[config.mk]
export PLATFORM = sky130hd
export DESIGN_NAME = fadc_deser
export DESIGN_NICKNAME = d
export VERILOG_FILES = /design/src/rtl/fadc_pkg.sv /design/src/rtl/fadc_edge_det.sv /design/src/rtl/fadc_frame_ctl.sv /design/src/rtl/fadc_word_asm.sv /design/src/rtl/fadc_deser.sv
export SDC_FILE = /design/constraint.sdc
export NUM_CORES = 1
export LEC_CHECK = 0
export BUFFER_PORTS_ARGS = -buffer_cell sky130_fd_sc_hd__buf_2
export CAP_MARGIN = 30
export CORE_MARGIN = 2
export CORE_UTILIZATION = 57
export CTS_BUF_LIST = sky130_fd_sc_hd__clkbuf_16
export DETAILED_ROUTE_END_ITERATION = 6
export PLACE_DENSITY = 0.92
export SKIP_CTS_REPAIR_TIMING = 1
export SYNTH_ARGS = -nofsm -noshare
export SYNTH_HDL_FRONTEND = slang
export SYNTH_SLANG_ARGS = --single-unit
[constraint.sdc]
create_clock -name clk -period 3.1 [get_ports clk]
set_clock_uncertainty 0.15 [all_clocks]
set_input_delay 0.155 -clock clk [delete_from_list [all_inputs] [get_ports clk]]
set_output_delay 0.155 -clock clk [all_outputs]
set_load 0.1 [all_outputs]
[src/rtl/fadc_pkg.sv]
// Shared declarations for the frame-aligned deserializer.
// Assumes words carry an even number of bits (two per bit-clock cycle).
package fadc_pkg;

    // Boundary tracker states
    typedef enum logic [1:0] {
        ST_IDLE  = 2'd0,   // configuration not finished
        ST_HUNT  = 2'd1,   // waiting for the first frame edge
        ST_TRACK = 2'd2    // counting pairs against frame edges
    } sync_st_t;

    // Number of bit-clock cycles (bit pairs) per word of the given width
    function automatic int unsigned pairs_of(input int unsigned bits);
        return bits / 2;
    endfunction

endpackage

[src/rtl/fadc_edge_det.sv]
// Frame boundary detector.
// Samples the frame clock through two registers and flags the cycle in
// which the newer sample is high and the older one low. The bit pair is
// delayed by one register so that it lines up with the newer frame sample.
// Assumes frame_smp and the bit pair come from the same capture edge.
module fadc_edge_det (
    input  logic       clk,
    input  logic       rst_n,
    input  logic       frame_smp,
    input  logic       bit_rise,
    input  logic       bit_fall,
    output logic [1:0] pair_q,
    output logic       frame_edge
);

    logic f_new;
    logic f_old;
    logic [1:0] pair_r;

    // Sample the frame level twice and delay the data pair once
    always_ff @(posedge clk) begin
        if (!rst_n) begin
            f_new  <= 1'b0;
            f_old  <= 1'b0;
            pair_r <= 2'b00;
        end else begin
            f_new  <= frame_smp;
            f_old  <= f_new;
            pair_r <= {bit_rise, bit_fall};
        end
    end

    assign frame_edge = f_new & ~f_old;
    assign pair_q     = pair_r;

endmodule

[src/rtl/fadc_frame_ctl.sv]
// Boundary tracker.
// Counts bit pairs modulo the word length of the selected mode and checks
// each frame edge against the expected word start. It raises locked on
// two edges one word apart, and drops it on a misplaced or missing edge.
// Assumes mode_narrow is stable while cfg_done is high.
module fadc_frame_ctl #(
    parameter int unsigned WIDE_PAIRS   = 8,
    parameter int unsigned NARROW_PAIRS = 7
) (
    input  logic clk,
    input  logic rst_n,
    input  logic cfg_done,
    input  logic mode_narrow,
    input  logic frame_edge,
    output logic restart,
    output logic shift_en,
    output logic word_done,
    output logic locked
);
    import fadc_pkg::*;

    localparam int unsigned CNT_W = $clog2(WIDE_PAIRS);
    localparam logic [CNT_W-1:0] LAST_WIDE   = CNT_W'(WIDE_PAIRS - 1);
    localparam logic [CNT_W-1:0] LAST_NARROW = CNT_W'(NARROW_PAIRS - 1);

    sync_st_t         st;
    logic [CNT_W-1:0] cnt;
    logic [CNT_W-1:0] last;

    // Index of the final pair of a word in the selected mode
    assign last = mode_narrow ? LAST_NARROW : LAST_WIDE;

    // Tracker state, pair counter and lock flag
    always_ff @(posedge clk) begin
        if (!rst_n || !cfg_done) begin
            st     <= ST_IDLE;
            cnt    <= '0;
            locked <= 1'b0;
        end else begin
            case (st)
                ST_IDLE: st <= ST_HUNT;
                ST_HUNT: begin
                    if (frame_edge) begin
                        st  <= ST_TRACK;
                        cnt <= CNT_W'(1);
                    end
                end
                ST_TRACK: begin
                    if (frame_edge) begin
                        locked <= (cnt == '0);
                        cnt    <= CNT_W'(1);
                    end else if (cnt == '0) begin
                        locked <= 1'b0;
                        st     <= ST_HUNT;
                    end else if (cnt == last) begin
                        cnt <= '0;
                    end else begin
                        cnt <= cnt + CNT_W'(1);
                    end
                end
                default: st <= ST_IDLE;
            endcase
        end
    end

    // Word assembly controls derived from state and count
    assign restart   = cfg_done && frame_edge && (st != ST_IDLE);
    assign shift_en  = cfg_done && (st == ST_TRACK);
    assign word_done = cfg_done && (st == ST_TRACK) && !frame_edge && (cnt == last);

endmodule

[src/rtl/fadc_word_asm.sv]
// Word assembler.
// Shifts bit pairs in, rising-edge bit first, and captures the full word on
// word_done. In narrow mode the upper bits are cleared so that the word is
// right-justified. The valid strobe is gated by the lock flag.
// Assumes restart and shift_en come from the boundary tracker.
module fadc_word_asm #(
    parameter int unsigned WIDE_W   = 16,
    parameter int unsigned NARROW_W = 14
) (
    input  logic              clk,
    input  logic              rst_n,
    input  logic [1:0]        pair,
    input  logic              restart,
    input  logic              shift_en,
    input  logic              word_done,
    input  logic              mode_narrow,
    input  logic              locked,
    output logic [WIDE_W-1:0] sample_out,
    output logic              sample_vld
);

    localparam int unsigned HOLD_W = WIDE_W - 2;
    localparam logic [WIDE_W-1:0] NARROW_MASK =
        {{(WIDE_W - NARROW_W){1'b0}}, {NARROW_W{1'b1}}};

    logic [HOLD_W-1:0] hold;
    logic [WIDE_W-1:0] word;

    // Full word formed by the stored pairs and the current pair
    assign word = {hold, pair};

    // Pair shift register with restart at a frame boundary
    always_ff @(posedge clk) begin
        if (!rst_n) begin
            hold <= '0;
        end else if (restart) begin
            hold <= {{(HOLD_W - 2){1'b0}}, pair};
        end else if (shift_en) begin
            hold <= {hold[HOLD_W-3:0], pair};
        end
    end

    // Output register and gated strobe
    always_ff @(posedge clk) begin
        if (!rst_n) begin
            sample_out <= '0;
            sample_vld <= 1'b0;
        end else begin
            sample_vld <= word_done && locked;
            if (word_done) begin
                sample_out <= mode_narrow ? (word & NARROW_MASK) : word;
            end
        end
    end

endmodule

[src/rtl/fadc_deser.sv]
// Frame-aligned serial ADC deserializer, top level.
// Chains the boundary detector, the boundary tracker and the word
// assembler. Assumes bit pairs are already captured from both clock edges
// and that mode_14 changes only while cfg_done is low.
module fadc_deser #(
    parameter int unsigned WIDE_W   = 16,
    parameter int unsigned NARROW_W = 14
) (
    input  logic              clk,
    input  logic              rst_n,
    input  logic              bit_rise,
    input  logic              bit_fall,
    input  logic              frame_smp,
    input  logic              cfg_done,
    input  logic              mode_14,
    output logic [WIDE_W-1:0] sample_out,
    output logic              sample_vld,
    output logic              locked
);
    import fadc_pkg::*;

    localparam int unsigned WIDE_PAIRS   = pairs_of(WIDE_W);
    localparam int unsigned NARROW_PAIRS = pairs_of(NARROW_W);

    logic [1:0] pair_w;
    logic       edge_w;
    logic       restart_w;
    logic       shift_w;
    logic       done_w;
    logic       locked_w;

    fadc_edge_det u_edge (
        .clk        (clk),
        .rst_n      (rst_n),
        .frame_smp  (frame_smp),
        .bit_rise   (bit_rise),
        .bit_fall   (bit_fall),
        .pair_q     (pair_w),
        .frame_edge (edge_w)
    );

    fadc_frame_ctl #(
        .WIDE_PAIRS   (WIDE_PAIRS),
        .NARROW_PAIRS (NARROW_PAIRS)
    ) u_ctl (
        .clk         (clk),
        .rst_n       (rst_n),
        .cfg_done    (cfg_done),
        .mode_narrow (mode_14),
        .frame_edge  (edge_w),
        .restart     (restart_w),
        .shift_en    (shift_w),
        .word_done   (done_w),
        .locked      (locked_w)
    );

    fadc_word_asm #(
        .WIDE_W   (WIDE_W),
        .NARROW_W (NARROW_W)
    ) u_asm (
        .clk         (clk),
        .rst_n       (rst_n),
        .pair        (pair_w),
        .restart     (restart_w),
        .shift_en    (shift_w),
        .word_done   (done_w),
        .mode_narrow (mode_14),
        .locked      (locked_w),
        .sample_out  (sample_out),
        .sample_vld  (sample_vld)
    );

    assign locked = locked_w;

endmodule

Word level (Yosys, flattened, before mapping). Cells that the tools add are included. W data, S select, Z words.

$add $sub $neg: 1. Equal/unequal tests: 7. Multiplexer cells: 15. Bitwise operators: 3. Reduce and logical (&&, ||, !) cells: 20.

Operators by type and width (number): $mux W16 (1); $mux W3 (4); $mux W2 (5); $reduce_bool A2 Y1 (4); $logic_and A1 B1 Y1 (6); $pmux W2 S3 (1); $pmux W3 S2 (1); $reduce_and A3 Y1 (2); $ne A2 B1 Y1 const B (2); $add A3 B1 Y3 const B (1); $eq A3 B3 Y1 (1); $logic_not A1 Y1 (3); $logic_not A3 Y1 (1); $mux W1 (3); $ne A3 B2 Y1 const B (1); $eq A2 B1 Y1 const B (1); $eq A2 B2 Y1 const B (1); $logic_not A2 Y1 (1); $ne A2 B2 Y1 const B (1); $not A1 Y1 (2); $reduce_and A2 Y1 (1); $reduce_or A2 Y1 (1); $and A1 B1 Y1 (1); $logic_or A1 B1 Y1 (1).

Flip-flop bits (word level): 41. Input port bits: 7. Output and inout bits: 18. Logic and storage cells: 56.

Logic depth before layout (Yosys ltp). Gate-level depths: netlist (run 1).

Word-level depth: 6. Gate-level depth with buffers: 8. Depth with buffers taken out: 6.

Modules after synthesis. A second synthesis (run 1) with hierarchy kept.

Cell total of the unflattened synthesis: 155. Area total of the unflattened synthesis: 1675.4 um^2.

Modules (own cells, without submodules): fadc_word_asm (instances 1, cells an instance 103, area an instance 1184.9 um^2, seq. area each 620.6 um^2); fadc_frame_ctl (instances 1, cells an instance 43, area an instance 379.1 um^2, seq. area each 120.1 um^2); fadc_edge_det (instances 1, cells an instance 9, area an instance 111.4 um^2, seq. area each 80.1 um^2).

Least setup slack after synthesis (run 1). No wires, ideal clock.

Path type: register to register. Start: register u_ctl.st[0]. End: register u_asm.sample_out[0]. Setup time: 120 ps. Data arrival time: 1511 ps. Required time: 2830 ps. Setup slack: 1319 ps. Cell stages (with the launch flop): 9. Buffers on the path: 2. Clock period less this slack: 1781 ps. Path through: dfxtp_1 -> inv_1 -> ha_1 -> nand2_2 -> nor4_2 -> buf_6 -> buf_12 -> mux2i_1 -> nor2b_1.

Longest elaborated chain between the ends: 4.

Ends and longest elaborated chain: start, declared (RTL line fadc_frame_ctl.sv:26) `sync_st_t st;`; start signal, assigned (RTL line fadc_frame_ctl.sv:36) `st <= ST_IDLE;`; start signal, assigned (RTL line fadc_frame_ctl.sv:41) `ST_IDLE: st <= ST_HUNT;`; start signal, assigned (RTL line fadc_frame_ctl.sv:44) `st <= ST_TRACK;`; $eq A2 B2 Y1 (RTL line fadc_frame_ctl.sv:69) `assign word_done = cfg_done && (st == ST_TRACK) && !frame_edge && (cnt == last);`; $logic_and A1 B1 Y1 (3 in a row) (RTL line fadc_frame_ctl.sv:69); end signal, assigned (RTL line fadc_word_asm.sv:51) `sample_out <= mode_narrow ? (word & NARROW_MASK) : word;`; end, declared (RTL line fadc_word_asm.sv:18) `output logic [WIDE_W-1:0] sample_out,`.

No other way between the ends. A chain may end at the register's enable or synchronous reset.

Final worst setup path (run 1).
Start: register u_ctl.st[0]. End: register u_asm.sample_out[9].

The elaborated chain is that of the path after synthesis.

==> results of run 1 <==
state kept, by name, indices dropped and copies added, names as in the netlist:
name	count
u_ctl.locked	1
u_ctl.cnt	3
u_asm.hold	14
u_edge.f_old	1
u_ctl.st	2
u_asm.sample_out	16
u_edge.pair_q	2
u_asm.sample_vld	1
u_edge.f_new	1
cell usage after synthesis, drive strengths merged, types with 2 or more instances:
cell type,n
a21boi,2
a21oi,15
nor2,4
inv,6
nand2b,4
nor2b,19
clkbuf,7
mux2i,16
buf,2
ha,5
dfxtp,41
a211oi,2
nand2,30
and2,6
o21ai,3
nand3b,3
kinds of logic (layout without fill, tap and decap cells):
| group | count (synthesis) | in the layout | synth area share (%) |
|---|---|---|---|
| compound gates | 29 | 29 | 10.6 |
| xor+xnor | 1 | 1 | 0.517 |
| fa+ha+maj | 5 | 5 | 3.70 |
| buf+inv | 15 | 44 | 4.73 |
| flops | 41 | 41 | 48.5 |
| mux | 16 | 16 | 9.46 |
| simple gates | 72 | 72 | 22.5 |
worst paths after layout:
kind / to / cells after the start
max: u_asm.sample_out[9]$_SDFFE_PN0P_ / 7
min: u_asm.sample_out[15]$_SDFFE_PN0P_ / 3
max reg2reg: u_asm.sample_out[9]$_SDFFE_PN0P_ / 7
min reg2reg: u_asm.hold[12]$_SDFFE_PP0P_ / 2
metal layers:
metal,vias up,global-route usage (%),wire length (microns)
li1,651,-,-
met1,598,25.1,1450
met2,24,35.6,1570
met3,7,5.93,132
met4,0,10.6,67
met5,-,0,0
worst max-delay path, delay by kind of cell (launching register included):
kind,cells,cell delay [ns]
and+or+nand+nor,3,0.78
buffers and inverters,2,0.41
DFF,1,0.32
adders and majority gates,1,0.30
muxes,1,0.24
power by group through the flow:
stage | clock (mW) | combinational [mW] | sequential, mW
floorplan | 0 | 0.0286 | 0.545
global placement | 0 | 0.0396 | 0.546
detailed placement | 0 | 0.0412 | 0.546
CTS | 0.668 | 0.0415 | 0.534
global route | 0.689 | 0.0492 | 0.535
finish | 0.659 | 0.0447 | 0.534
area by class of cell:
class / instances / share of cell area, %
Inverter: 6 / 1.10
Tap cell: 31 / 1.90
Clock inverter: 3 / 3.18
Multi-Input combinational cell: 123 / 39.1
Sequential cell: 41 / 40.1
Timing Repair Buffer: 30 / 8.44
Clock buffer: 5 / 6.12
stage by stage:
| step | hold WS [ns] | setup slack [ns] | cell area [sq um] | util (%) | instances |
|---|---|---|---|---|---|
| after global routing | 0.0832 | 0.570 | 2050 | 73.5 | 239 |
| final | 0.0475 | 0.785 | 2050 | 73.5 | 239 |
| after detailed placement | 0.215 | 0.826 | 1830 | 65.6 | 228 |
| after CTS | -0.0768 | 0.803 | 2020 | 72.5 | 236 |
| after floorplan | 0.132 | 1.32 | 1690 | - | 179 |
| after global placement | 0.210 | 0.918 | 1830 | 65.6 | 228 |
==> metrics list, run 1 <==
* Share of final-layout standard cells stronger than drive strength 1: about a fifth
- VDD sags by at most 0.000762 V.
- Synthesis instantiated 33 different standard cells from the library.
- The first TritonRoute pass finished after 4 iterations.
* Number of antenna repair diodes: 0
- Traced cell by cell, the critical path runs through inv_1 -> ha_1 -> nand2_2 -> nor4_4 -> buf_4 -> mux2i_1 -> nor2b_1.
- Once detail routing completed, the nets flagged for antenna violations numbered 0.
- Width of the die: roughly 58 microns
- Period minus WS final: ~2.3 ns
- Total of flip-flops plus latches after synthesis: about 40
- Wire length of the first global-routing pass: ~5500 microns
* Unrepaired setup endpoints after global routing: false
* Post-route fraction of the period consumed by the critical path: about three quarters
- Portion of the post-synthesis area used by sequential elements: slightly below 50%
- In the final layout, flip-flops and latches occupy between 800 and 900 sq um.
- The number of global-route vias before repair was about 1300.
- Synth Warn #: 0
* DP Wirelength: between 2000 and 2500 microns
- Data arrival time of the critical path: 2.34 ns
- The congestion estimate from routability-driven global placement came to around 0.86.
* Avg Vias per Cell: approximately 5.4
- The clock drives 41 sinks.
- The critical path starts at u_ctl.st[0]$_SDFFE_PP0P_.
- Design internal power: 1.01 mW
- Launch point of the worst hold path: mode_14
* Placement Rows: 19
- In this run switching power makes up a little under a fifth of total power.
- Setup total negative slack: 0 ns
- STA puts the critical path data required time at roughly 3.1 ns.
- I/O Buffers: 24
- Summing every instance area after synthesis gives between 1500 and 2000 sq um.
- In the routed design, unresolved DRC markers number 0.
- STA classifies the critical path endpoint as a register.
- The count of final hold-check violations was 0.
- The final count of pins violating max slew came to 0.
- The largest single stage delay on the critical path is approximately 0.47 ns.
- Sequential power share: a little over two fifths
- Net switching component of the power: around 0.23 mW
* Run status: finished, final reports clean
- Maximum number of pins on one net before global-route repair: 29
* Most used cells in the layout excluding fill and tap cells: 41 x dfxtp_1, 29 x nand2_1, 24 x buf_2, 19 x nor2b_1, 16 x mux2i_1
- Area growth from synthesis to layout: 20.8%
- Summed over all cells, the static leakage comes to between 0.7 and 0.8 nW.
- Cell at the root of the clock tree: clkbuf_16
* DR WL/cell: approximately 13 microns
* Total congestion overflow after global routing: 0
- Largest area contributor in the synthesized netlist: dfxtp_1
- CTS tree: done
* Chip height: a little under 60 microns
* Largest driver fanout on the critical path: 14
* Async set-reset flop share out of synthesis: 0%
- The floorplan step defined a core boundary enclosing 2780 sq um.
* Setup-violating endpoint count in the final report: 0
- The slowest stage of the critical path is the nor4_4 cell.
- Top area cells in the synthesized netlist: dfxtp_1 48%, mux2i_1 9.5%, nor2b_1 7.0%, nand2_1 6.4%, a21oi_1 4.4%
* Power density over cell area: 605 nW/um^2
- For this run, the top clock speed supported by timing is between 0.4 and 0.5 GHz.
- Number of cells produced by synthesis: between 150 and 200
* Critical Path Source Type: register
- The synthesized design devotes to its leading area cell type between 40 and 50% of total area.
- Tightest Pin Transition: ~0.5 ns
- Counting along the longest clock path gives a buffer depth of 2.
- The critical path in this run is classified as reg2reg.
- Count of fill cells added during filler insertion: 196
* Syn Area/Cell: around 9.5 sq um
- The clock tree synthesis step divided the H-tree into 2 levels.
- The tool flagged a number of max-cap violations equal to 0.
* Multi-input combinational cell area: 801 sq um
- Antenna violations before repair: 0
- Worst reg-to-reg setup slack: about 0.78 ns
- The number of nets handed over by synthesis was 191.
* Die ar.: approximately 3400 sq um
* Top-level port count: 25
* Worst-Skew Late Latency: between 0.2 and 0.3 ns
- Yosys mapped a number of flops with a built-in enable equal to 0.
* Part of the total power dissipated in combinational logic: roughly 3.6%
- Most common library cell in the layout ignoring fill and taps: dfxtp_1
* Starting DRT DRC Count: 35
* Crit Reg-Reg Startpoint: u_ctl.st[0]$_SDFFE_PP0P_
* Post-layout total power: about 1.2 mW
- CTS clock-pin slew for the worst setup and hold paths: about 0.060 ns
- After detailed routing, the total wire length is ~3200 microns.
- Via count: 1280
- Global routing consumed, over all layers together, 21.4% of the routing resources.
* Number of nets in the final layout: between 200 and 250
* TritonCTS Buffers: 5
- Min-delay worst type: in2reg
- In the synthesized netlist the dominant register cell turns out to be dfxtp_1.
- Measured against its own limit, the worst slew margin works out to roughly 67%.
* Clock share of power: between 50% and 60%
- For this configuration, the core starts out at a cell density of 60.9%.
Note: power is estimated with default switching activity, not from simulation.
==> run 2: changes to the inputs <==
- CORE_UTILIZATION: 57 -> 55
- PLACE_DENSITY: 0.92 -> 0.89
- clock period: 3.1 -> 2.4 ns (I/O delays scaled with it)
==> run 2 against run 1 <==
Against the previous run:
- worst hold slack worse by 0.023 ns
- non-clock buffer count up 1
- combinational power up 26%
- cell area down 0.43%
- maximum frequency up 9.2%
- critical path depth unchanged
==> metrics list, run 2 (synthesized netlist as in run 1, its figures left out) <==
* Period minus WS final: ~2.1 ns
- The worst setup path is of the reg2reg kind.
* Delay of the slowest critical-path stage: 0.32 ns
- For the pin with the worst max-slew slack, the measured transition is roughly 0.49 ns.
- I/O Buffers: 24
* DRC violations left: 0
- DR WL/cell: 12.5 microns
- Cell area after placement: roughly 1800 sq um
- The largest registers in the layout are u_asm.sample_out (16), u_asm.hold (14), u_ctl.cnt (3).
- Placement Rows: 20
- The number of antenna violations at the first check in global routing was 0.
- The worst setup path is launched from a register.
- For this run the aggregate overflow at the end of global routing stands at 0.
* Setup-violating endpoint count in the final report: 0
- The floorplan step defined a die boundary enclosing 3540 sq um.
- In this run the power spent charging and discharging nets is about 0.30 mW.
- In this run the vertical extent of the chip is slightly below 60 microns.
- The tightest hold path in the finished design has a slack of roughly 0.024 ns.
- The slowest stage of the critical path is the dfxtp_1 cell.
- Critical path cell sequence: inv_1 -> ha_1 -> nand2_2 -> nor4_4 -> buf_4 -> mux2i_1 -> nor2b_1
* Maximum operating frequency: approximately 0.47 GHz
* Largest register FFs: 16
- Maximum number of pins on one net before global-route repair: 29
- Run status: finished, final reports clean
* Share of final-layout standard cells stronger than drive strength 1: 19.1%
* Maximum count of clock buffers along a single path: 2
* Number of antenna repair diodes: 0
* Power density over cell area: between 700 and 800 nW/um^2
- Data required time at the worst endpoint: 2.42 ns
- Registers are responsible for 46.1% of the overall power.
* Global placement routability congestion: 0.868
- TritonCTS built the clock tree.
- First-pass iteration count of the detailed router: 4
- The internal portion of the total power is between 1 and 1.5 mW.
- Setup repair after global routing left no endpoint under its margin.
* CTS clock-pin slew for the worst setup and hold paths: roughly 0.060 ns
* Starting DRT DRC Count: 39
* Via count: 1265
- Post-route fraction of the period consumed by the critical path: between 80% and 90%
* Final non-filler cell area: about 2000 sq um
- CTS saw 41 sinks.
- Most used cells in the layout excluding fill and tap cells: 41 x dfxtp_1, 29 x nand2_1, 24 x buf_2, 19 x nor2b_1, 16 x mux2i_1
- DP Wirelength: a little over 2000 microns
- Worst-Skew Late Latency: 0.28 ns
- Registers take 821 sq um.
- After detailed routing, the number of vias per cell comes to 5.23.
* Width of the die: a little under 60 microns
- Maximum level of the CTS H-tree: 2
- Max-slew violation count: 0
- Final hold violations: 0
* Clock share of power: about half
- Util after Layout: 68.4%
* Wire length of the first global-routing pass: 5130 microns
- The core region is 2980 sq um.
- Area growth from synthesis to layout: 20.3%
- Count of fill cells added during filler insertion: 236
* Multi-input combinational cell area: 801 sq um
- Top-level port count: 25
- After routing, the total negative slack on setup checks comes to 0 ns.
- Leaving out fill and tap cells, the most frequent cell in the layout is dfxtp_1.
- ANT nets after route: 0
* Vias in the first global route: 1187
- The worst hold path belongs to the class in2reg.
- In the final design database the tool counted 220 nets.
* Global-route usage over all layers: between 10% and 20%
* Part of the total power dissipated in combinational logic: 3.7%
* Headroom to the max-slew limit: 67.8%
- Cell at the root of the clock tree: clkbuf_16
* Max-capacitance violation count: 0
* Largest driver fanout on the critical path: 16
* TritonCTS Buffers: 5
- Data on the critical path arrives at its endpoint at around 2.1 ns.
* Switching fraction of total power: 19.8%
- For this configuration, the core starts out at a cell density of ~57%.
- Detailed-route wire length: between 3000 and 4000 microns
* Endpoint kind of the worst setup timing path: register
- Register with the highest flop count: u_asm.sample_out
* Worst vdd ir: about 0.0006 V
- Leakage power of the design: 0.767 nW
## run 2: cell types whose count changed in the layout (fill, tap and decap cells not counted)
cell and change:
buf_4 +1, bufinv_16 -1, clkinv_2 -1, clkinv_4 +1
clkinvlp_4 +1
## run 2: power by group through the flow
| stage | clock network (mW) | logic [mW] | registers (mW) |
|---|---|---|---|
| CTS | 0.766 | 0.0524 | 0.690 |
| global route | 0.793 | 0.0622 | 0.690 |
| detailed placement | 0 | 0.0518 | 0.705 |
| finish | 0.752 | 0.0561 | 0.690 |
| global placement | 0 | 0.0514 | 0.705 |
| floorplan | 0 | 0.0369 | 0.704 |
## run 2: per-layer routing
metal	track usage [%]	vias to the layer above	share of wire [%]
met4	8.77	0	2.0
met2	31.2	33	48
met5	0	-	0
met3	7.42	5	4.7
li1	-	655	-
met1	24.0	572	46
## run 2: area by class of cell
cell class / count / area share (%)
sequential: 41 / 40.3
multi-input combinational: 123 / 39.3
timing repair buffer: 31 / 8.85
clock buffer: 5 / 6.14
clock inverter: 3 / 2.27
tap: 33 / 2.03
inverter: 6 / 1.11
## run 2: critical path: cells and delay by family, from the launching register on
kind | cells | cell delay (ns)
and+or+nand+nor | 3 | 0.60
buffers and inverters | 2 | 0.38
DFF | 1 | 0.32
adders and majority gates | 1 | 0.29
muxes | 1 | 0.26
## run 2: metrics by stage
stage | setup WS [ns] | std cells | total power, mW
global placement | 0.430 | 231 | 0.756
global route | 0.126 | 242 | 1.55
floorplan | 0.619 | 179 | 0.741
detailed placement | 0.335 | 231 | 0.757
finish | 0.279 | 242 | 1.50
CTS | 0.304 | 239 | 1.51
## run 2: path summary, 6_finish.rpt
path,start,to,slack [ns],depth (start not counted)
setup / recovery,u_ctl.st[0]$_SDFFE_PP0P_,u_asm.sample_out[6]$_SDFFE_PN0P_,0.28,7
hold / removal,mode_14,u_asm.sample_out[14]$_SDFFE_PN0P_,0.02,3
hold reg to reg,u_asm.hold[12]$_SDFFE_PP0P_,u_asm.hold[12]$_SDFFE_PP0P_,0.31,2
setup reg to reg,u_ctl.st[0]$_SDFFE_PP0P_,u_asm.sample_out[6]$_SDFFE_PN0P_,0.28,7
